[config.mk]
export PLATFORM = sky130hd
export DESIGN_NAME = mrx_event_writer
export DESIGN_NICKNAME = d
export VERILOG_FILES = /design/src/rtl/mrx_pkg.sv /design/src/rtl/mrx_chan.sv /design/src/rtl/mrx_queue_writer.sv /design/src/rtl/mrx_event_writer.sv
export SDC_FILE = /design/constraint.sdc
export NUM_CORES = 1
export LEC_CHECK = 0
export ABC_AREA = 1
export BUFFER_PORTS_ARGS = -buffer_cell sky130_fd_sc_hd__buf_2
export CORE_UTILIZATION = 55
export DETAILED_ROUTE_END_ITERATION = 8
export GPL_TIMING_DRIVEN = 0
export PLACE_DENSITY = 0.71
export SYNTH_ARGS = -nofsm -noshare
export SYNTH_HDL_FRONTEND = slang
export SYNTH_SLANG_ARGS = --single-unit
[constraint.sdc]
create_clock -name clk -period 2.04 [get_ports clk]
set_input_delay 0.306 -clock clk [delete_from_list [all_inputs] [get_ports clk]]
set_output_delay 0.306 -clock clk [all_outputs]
set_load 0.01 [all_outputs]
[src/rtl/mrx_pkg.sv]
package mrx_pkg;

   localparam int unsigned ST_FULL  = 15;
   localparam int unsigned ST_PORT  = 10;
   localparam int unsigned ST_ODD   = 3;
   localparam int unsigned ST_ABT   = 2;
   localparam int unsigned ST_FIRST = 1;
   localparam int unsigned ST_LAST  = 0;

   typedef struct packed {
      logic        odd;
      logic        abt;
      logic        first;
      logic        last;
      logic [15:0] data;
   } mrx_event_t;

   typedef enum logic [2:0] {
      W_IDLE,
      W_READ,
      W_CHECK,
      W_DATA,
      W_STAMP,
      W_STATUS
   } mrx_wr_state_t;

endpackage

[src/rtl/mrx_chan.sv]
module mrx_chan
   import mrx_pkg::*;
(
   input  logic       clk,
   input  logic       rst_n,
   input  logic       single_rx,
   input  logic       byte_stb,
   input  logic [7:0] byte_in,
   input  logic       eom_stb,
   input  logic       abt_stb,
   output logic       ev_vld,
   output mrx_event_t ev
);

   logic [7:0] cand;
   logic       cand_v;
   logic       taken;
   logic [7:0] pend;
   logic       pend_v;
   logic       first;

   always_ff @(posedge clk or negedge rst_n) begin
      if (!rst_n) begin
         ev_vld <= 1'b0;
         ev     <= '0;
         cand   <= '0;
         cand_v <= 1'b0;
         taken  <= 1'b0;
         pend   <= '0;
         pend_v <= 1'b0;
         first  <= 1'b1;
      end else begin
         ev_vld <= 1'b0;
         if (single_rx) begin
            if (byte_stb) begin
               ev_vld   <= 1'b1;
               ev.odd   <= 1'b1;
               ev.abt   <= 1'b0;
               ev.first <= 1'b1;
               ev.last  <= 1'b1;
               ev.data  <= {8'hFF, byte_in};
            end
         end else if (eom_stb || abt_stb) begin
            ev_vld   <= 1'b1;
            ev.odd   <= pend_v;
            ev.abt   <= abt_stb;
            ev.first <= first & pend_v;
            ev.last  <= ~abt_stb;
            ev.data  <= pend_v ? {8'h00, pend} : 16'h0000;
            pend_v   <= 1'b0;
            first    <= 1'b1;
            cand_v   <= 1'b0;
            taken    <= 1'b0;
         end else if (byte_stb) begin
            if (!cand_v || byte_in != cand) begin
               cand   <= byte_in;
               cand_v <= 1'b1;
               taken  <= 1'b0;
            end else if (!taken) begin
               taken <= 1'b1;
               if (pend_v) begin
                  ev_vld   <= 1'b1;
                  ev.odd   <= 1'b0;
                  ev.abt   <= 1'b0;
                  ev.first <= first;
                  ev.last  <= 1'b0;
                  ev.data  <= {byte_in, pend};
                  pend_v   <= 1'b0;
                  first    <= 1'b0;
               end else begin
                  pend   <= byte_in;
                  pend_v <= 1'b1;
               end
            end
         end
      end
   end

   // a byte in single-reception mode always yields an entry
   assert_single_rx_event_R2: assert property (@(posedge clk) disable iff (!rst_n)
      (single_rx && byte_stb) |=> ev_vld);

   // the first reception of a value never yields an entry by itself
   assert_first_copy_quiet_R1: assert property (@(posedge clk) disable iff (!rst_n)
      (!single_rx && byte_stb && !eom_stb && !abt_stb && !cand_v) |=> !ev_vld);

endmodule

[src/rtl/mrx_queue_writer.sv]
module mrx_queue_writer
   import mrx_pkg::*;
#(
   parameter int unsigned AW    = 8,
   parameter int unsigned TS_EN = 1,
   parameter int unsigned QW    = $clog2(AW + 1)
) (
   input  logic          clk,
   input  logic          rst_n,
   input  logic [QW-1:0] q_lg2,
   input  logic          ev_vld,
   input  mrx_event_t    ev,
   input  logic          ev_port,
   output logic [AW-1:0] mem_addr,
   output logic          mem_we,
   output logic          mem_re,
   output logic [15:0]   mem_wdata,
   input  logic [15:0]   mem_rdata,
   output logic          ovf_irq
);

   localparam int unsigned STRIDE = (TS_EN != 0) ? 4 : 2;

   if (AW < 3) begin : g_bad_aw
      $error("mrx_queue_writer: AW must be at least 3");
   end
   if (TS_EN > 1) begin : g_bad_ts
      $error("mrx_queue_writer: TS_EN must be 0 or 1");
   end

   mrx_wr_state_t state;
   logic [AW-1:0] ptr;
   mrx_event_t    ev_q;
   logic          port_q;
   logic [15:0]   ts_q;
   logic [15:0]   tcount;
   logic [AW:0]   lim;
   logic [AW:0]   mask;
   logic [AW-1:0] ptr_adv;
   logic [15:0]   status_word;
   logic          unused_rdata;

   assign unused_rdata = ^mem_rdata[14:0];
   assign lim     = (AW + 1)'(1) << q_lg2;
   assign mask    = lim - (AW + 1)'(1);
   assign ptr_adv = (ptr + AW'(STRIDE)) & mask[AW-1:0];

   if (TS_EN != 0) begin : g_stamp
      always_ff @(posedge clk or negedge rst_n) begin
         if (!rst_n) tcount <= '0;
         else        tcount <= tcount + 16'd1;
      end
   end else begin : g_no_stamp
      assign tcount = '0;
   end

   always_comb begin
      status_word           = '0;
      status_word[ST_FULL]  = 1'b1;
      status_word[ST_PORT]  = port_q;
      status_word[ST_ODD]   = ev_q.odd;
      status_word[ST_ABT]   = ev_q.abt;
      status_word[ST_FIRST] = ev_q.first;
      status_word[ST_LAST]  = ev_q.last;
   end

   always_ff @(posedge clk or negedge rst_n) begin
      if (!rst_n) begin
         state   <= W_IDLE;
         ptr     <= '0;
         ev_q    <= '0;
         port_q  <= 1'b0;
         ts_q    <= '0;
         ovf_irq <= 1'b0;
      end else begin
         ovf_irq <= 1'b0;
         unique case (state)
            W_IDLE: if (ev_vld) begin
               ev_q   <= ev;
               port_q <= ev_port;
               ts_q   <= tcount;
               state  <= W_READ;
            end
            W_READ: state <= W_CHECK;
            W_CHECK: begin
               if (mem_rdata[ST_FULL]) begin
                  ovf_irq <= 1'b1;
                  state   <= W_IDLE;
               end else begin
                  state <= W_DATA;
               end
            end
            W_DATA:  state <= (TS_EN != 0) ? W_STAMP : W_STATUS;
            W_STAMP: state <= W_STATUS;
            W_STATUS: begin
               ptr   <= ptr_adv;
               state <= W_IDLE;
            end
            default: state <= W_IDLE;
         endcase
      end
   end

   always_comb begin
      mem_we    = 1'b0;
      mem_re    = 1'b0;
      mem_addr  = ptr;
      mem_wdata = '0;
      unique case (state)
         W_READ: mem_re = 1'b1;
         W_DATA: begin
            mem_we    = 1'b1;
            mem_addr  = ptr + AW'(1);
            mem_wdata = ev_q.data;
         end
         W_STAMP: begin
            mem_we    = 1'b1;
            mem_addr  = ptr + AW'(2);
            mem_wdata = ts_q;
         end
         W_STATUS: begin
            mem_we    = 1'b1;
            mem_wdata = status_word;
         end
         default: ;
      endcase
   end

   assert_rw_exclusive_R7: assert property (@(posedge clk) disable iff (!rst_n)
      !(mem_we && mem_re));

   assert_write_after_free_R7: assert property (@(posedge clk) disable iff (!rst_n)
      (mem_we && state == W_DATA) |-> !$past(mem_rdata[ST_FULL]));

   assert_event_when_idle_R7: assert property (@(posedge clk) disable iff (!rst_n)
      ev_vld |-> state == W_IDLE);

   assert_no_write_on_ovf_R8: assert property (@(posedge clk) disable iff (!rst_n)
      ovf_irq |-> (!mem_we && !mem_re));

   assert_ovf_single_pulse_R8: assert property (@(posedge clk) disable iff (!rst_n)
      ovf_irq |=> !ovf_irq);

   assert_addr_in_queue_R9: assert property (@(posedge clk) disable iff (!rst_n)
      (mem_we || mem_re) |-> ({1'b0, mem_addr} < lim));

endmodule

[src/rtl/mrx_event_writer.sv]
module mrx_event_writer
   import mrx_pkg::*;
#(
   parameter int unsigned AW    = 8,
   parameter int unsigned TS_EN = 1,
   parameter int unsigned QW    = $clog2(AW + 1)
) (
   input  logic          clk,
   input  logic          rst_n,
   input  logic          single_rx_mode,
   input  logic [QW-1:0] q_lg2,
   input  logic          rx_byte_vld,
   input  logic [7:0]    rx_byte,
   input  logic          rx_port,
   input  logic          rx_eom,
   input  logic          rx_abort,
   output logic [AW-1:0] mem_addr,
   output logic          mem_we,
   output logic          mem_re,
   output logic [15:0]   mem_wdata,
   input  logic [15:0]   mem_rdata,
   output logic          ovf_irq
);

   localparam int unsigned NPORT = 2;

   logic [NPORT-1:0] ch_vld;
   mrx_event_t       ch_ev [NPORT];
   mrx_event_t       sel_ev;
   logic             sel_vld;
   logic             sel_port;

   for (genvar p = 0; p < NPORT; p++) begin : g_chan
      logic hit;
      assign hit = (rx_port == 1'(p));
      mrx_chan u_chan (
         .clk       (clk),
         .rst_n     (rst_n),
         .single_rx (single_rx_mode),
         .byte_stb  (rx_byte_vld & hit),
         .byte_in   (rx_byte),
         .eom_stb   (rx_eom & hit),
         .abt_stb   (rx_abort & hit),
         .ev_vld    (ch_vld[p]),
         .ev        (ch_ev[p])
      );
   end

   assign sel_vld  = |ch_vld;
   assign sel_port = ch_vld[1];
   assign sel_ev   = ch_vld[1] ? ch_ev[1] : ch_ev[0];

   mrx_queue_writer #(
      .AW    (AW),
      .TS_EN (TS_EN),
      .QW    (QW)
   ) u_writer (
      .clk       (clk),
      .rst_n     (rst_n),
      .q_lg2     (q_lg2),
      .ev_vld    (sel_vld),
      .ev        (sel_ev),
      .ev_port   (sel_port),
      .mem_addr  (mem_addr),
      .mem_we    (mem_we),
      .mem_re    (mem_re),
      .mem_wdata (mem_wdata),
      .mem_rdata (mem_rdata),
      .ovf_irq   (ovf_irq)
   );

   assert_one_port_event_R6: assert property (@(posedge clk) disable iff (!rst_n)
      $onehot0(ch_vld));

endmodule

==> flow_metrics.tcl <==
set metrics [dict create \
    fmaxAchievable_ghz 0.464 \
    synth_commonest_cells "nand2_1 (257), dfrtp_1 (145), inv_1 (83)" \
    cts-root-buf "clkbuf_16" \
    syn_area_sq_um 7370 \
    synth.avg_cell_area_sq_um 8.17 \
    relSlewSlack_pct 60.8 \
    skew_ns 0.00765 \
    ys_ff_latch 147 \
    clk_latency_ns 0.43 \
    placeableCoreArea_sq_um 12800 \
    ir_worst_vdd_mv 0.587 \
    ctsHtreeMaxLevel 4 \
    setup_ws_ns -0.115 \
    power.total_mw 9.77 \
    worstPathRequired_ns 1.73 \
    vias_per_cell 5.45 \
    place_hpwl_um 13100 \
    timing.hold.ws_ns 0.120 \
    cts_buffers 17 \
    first_pass_iters 5 \
    wl_per_cell_um 16.1 \
    grt_pass1_wl_um 30100 \
    slew_violations 0 \
    worst_pin_slew_ns 0.588 \
    cap_violations 0 \
    synthesis.nets 943 \
    power.leakage_nw 4.39 \
    rsz0062_at_grt "true" \
    synthTopCellsByArea "dfrtp_1 (49%), nand2_1 (13%), nand3_1 (4.7%), inv_1 (4.2%), nor2_1 (3.7%)" \
    drt_iter0_markers 450 \
    finalNetCount 1020 \
    yosys_warnings 0 \
    finalNonFillerCells 1165 \
    hold_viol 0 \
    dieHeight_um 118 \
    hold_path_class "primary input to register" \
    drc 0 \
    synth_edf_count 0 \
    ant_nets 0 \
    endpoint_kind "output pin" \
    cp.arrival_ns 1.85 \
    critPathMaxFanout 3 \
    clockBufferDepth 2 \
    antennaDiodeCount 0 \
    fin_crit_ns 2.15 \
    grt_start_max_net_pins 86 \
    yosys.cell_count.top_type "nand2_1" \
    synthesis.instances 903 \
    power_density_nw_per_um2 1110 \
    synthArstFlopShare_pct 100 \
    cts_num_sinks 147 \
    vias 6351 \
    status "finished, violations left" \
    syn_to_final_growth_pct 19.4 \
    placed_cells 1120 \
    first_global_vias 5899 \
    setup_viol 16 \
    min_period_over_period_pct 106 \
    yosysTopAreaCell "dfrtp_1" \
    grt-ovfl-total 0 \
    ioPinCount 62 \
    synth-main-ff-cell "dfrtp_1" \
    port_buffers 44 \
    gp_congestion 0.911 \
    grt_use_total_pct 28.0 \
    antenna_found_initial 0 \
    initial_core_util_pct 57.5 \
    wl_um 18700 \
    clk_pin_slew_worst_paths_ns 0.06 \
    die_x_um 118 \
    start_kind "register" \
    die-area_sq_um 13900 \
    violations "setup timing" \
    synth.distinct_cells 42 \
    rows 41 \
    synth_top_area_share_pct 49.2 \
    drive_gt1_share_pct 19.1 \
    cts_tree "built" \
    critPathKind "register to output pin" \
    synth-seq-area-share_pct 49.9 \
]
[kinds of logic (layout without fill, tap and decap cells)]
group,count (synthesis),count (layout),synth area share (%)
simple gates,433,433,25.0
compound gates,167,167,14.2
flops,147,147,49.9
buf+inv,132,222,7.74
xor+xnor,19,19,2.26
fa+ha+maj,5,5,0.848
[area by class of cell]
cell class              count  area, sq um
plain buffers              39          255
clock buffers              18          439
clock inverters            14          186
fillers                  1064         4020
inverters                  92          355
multi-input cells         624         3230
flip-flops and latches    147         3690
well taps                 172          215
repair buffers             59          437
[repair_timing]
item                                    in CTS  in global routing
endpoints found under the setup margin      24                 24
cloned                                       1                  1
resized for setup                           31                 37
endpoints found under the hold margin       61                  0
hold buffers                                 1                  0
pin swaps                                    3                  9
buffers inserted                             9                  2
[placed cells by master (no fill, tap or decap), types with 3 or more instances in the layout]
cell	instances
a21oi_1	9
a31oi_1	13
a32o_1	9
buf_2	43
buf_4	11
buf_6	16
bufinv_16	4
clkbuf_1	17
clkbuf_16	18
clkinv_2	4
clkinvlp_4	5
dfrtp_1	141
dfrtp_2	4
ha_1	5
inv_1	79
inv_2	10
nand2_1	246
nand2_2	13
nand2_4	3
nand3_1	64
nand3_2	5
nand4_1	5
nor2_1	69
nor2_2	5
nor2_4	4
nor3_1	7
nor4_1	3
o21ai_0	50
o21ai_1	35
o21ai_2	21
o31ai_1	20
xor2_1	18
[routing by layer]
layer	part of all wire (%)	global-route usage (%)	wire (um)
met1	43	36.4	8040
met4	2.8	11.4	532
met5	0	0	0
met3	4.1	4.22	761
met2	50	47.0	9400
[flip-flops by register name, indices dropped and copies added (netlist names)]
name                  cells
u_writer.port_q           1
g_chan.u_chan.ev_vld      2
g_chan.u_chan.first       2
g_chan.u_chan.cand_v      2
g_chan.u_chan.taken       2
u_writer.ev_q            20
g_chan.u_chan.cand       16
u_writer.ptr              8
g_chan.u_chan.pend_v      2
u_writer.state            3
u_writer.tcount          16
g_chan.u_chan.pend       16
u_writer.ovf_irq          1
u_writer.ts_q            16
g_chan.u_chan.ev         40
[stage by stage]
step / area, sq um / TNS [ns] / setup slack, ns / util, %
6_report: 8810 / -0.981 / -0.115 / 68.7
5_1_grt: 8810 / -1.99 / -0.182 / 68.7
3_3_place_gp: 7810 / -212.36 / -1.47 / 60.9
3_5_place_dp: 7840 / 0 / 0.0270 / 61.2
4_1_cts: 8660 / -0.197 / -0.0239 / 67.5
2_1_floorplan: 7370 / 0 / 0.327 / -
[worst paths after layout]
path | slack [ns] | to | from | cells past startpoint
min reg2reg | 0.47 | g_chan[0].u_chan.first | g_chan[0].u_chan.first | 2
max reg2reg | 0.13 | u_writer.ev_q[0] | u_writer.state[1] | 7
min | 0.12 | u_writer.ovf_irq | mem_rdata[15] | 3
min in group asynchronous | 0.43 | u_writer.tcount[14] | rst_n | 2
max in group asynchronous | 0.77 | g_chan[0].u_chan.first | rst_n | 3
max | -0.11 | mem_addr[4] | u_writer.state[1] | 9
[power breakdown]
| group | total (mW) | switching (mW) | internal, mW |
|---|---|---|---|
| Combinational | 2.53 | 1.52 | 1.01 |
| Sequential | 3.96 | 0.443 | 3.52 |
| Clock | 3.28 | 1.22 | 2.07 |
[worst max-delay path, cell delays in order (launching register included)]
cell and delay, ns:
dfrtp_1 0.44, buf_6 0.13, nand3_4 0.11, inv_6 0.11, nor2_4 0.05, inv_1 0.08, nand2_1 0.06, a21oi_1 0.18
o21ai_1 0.11, buf_2 0.15
Note: power is estimated with default switching activity, not from simulation.
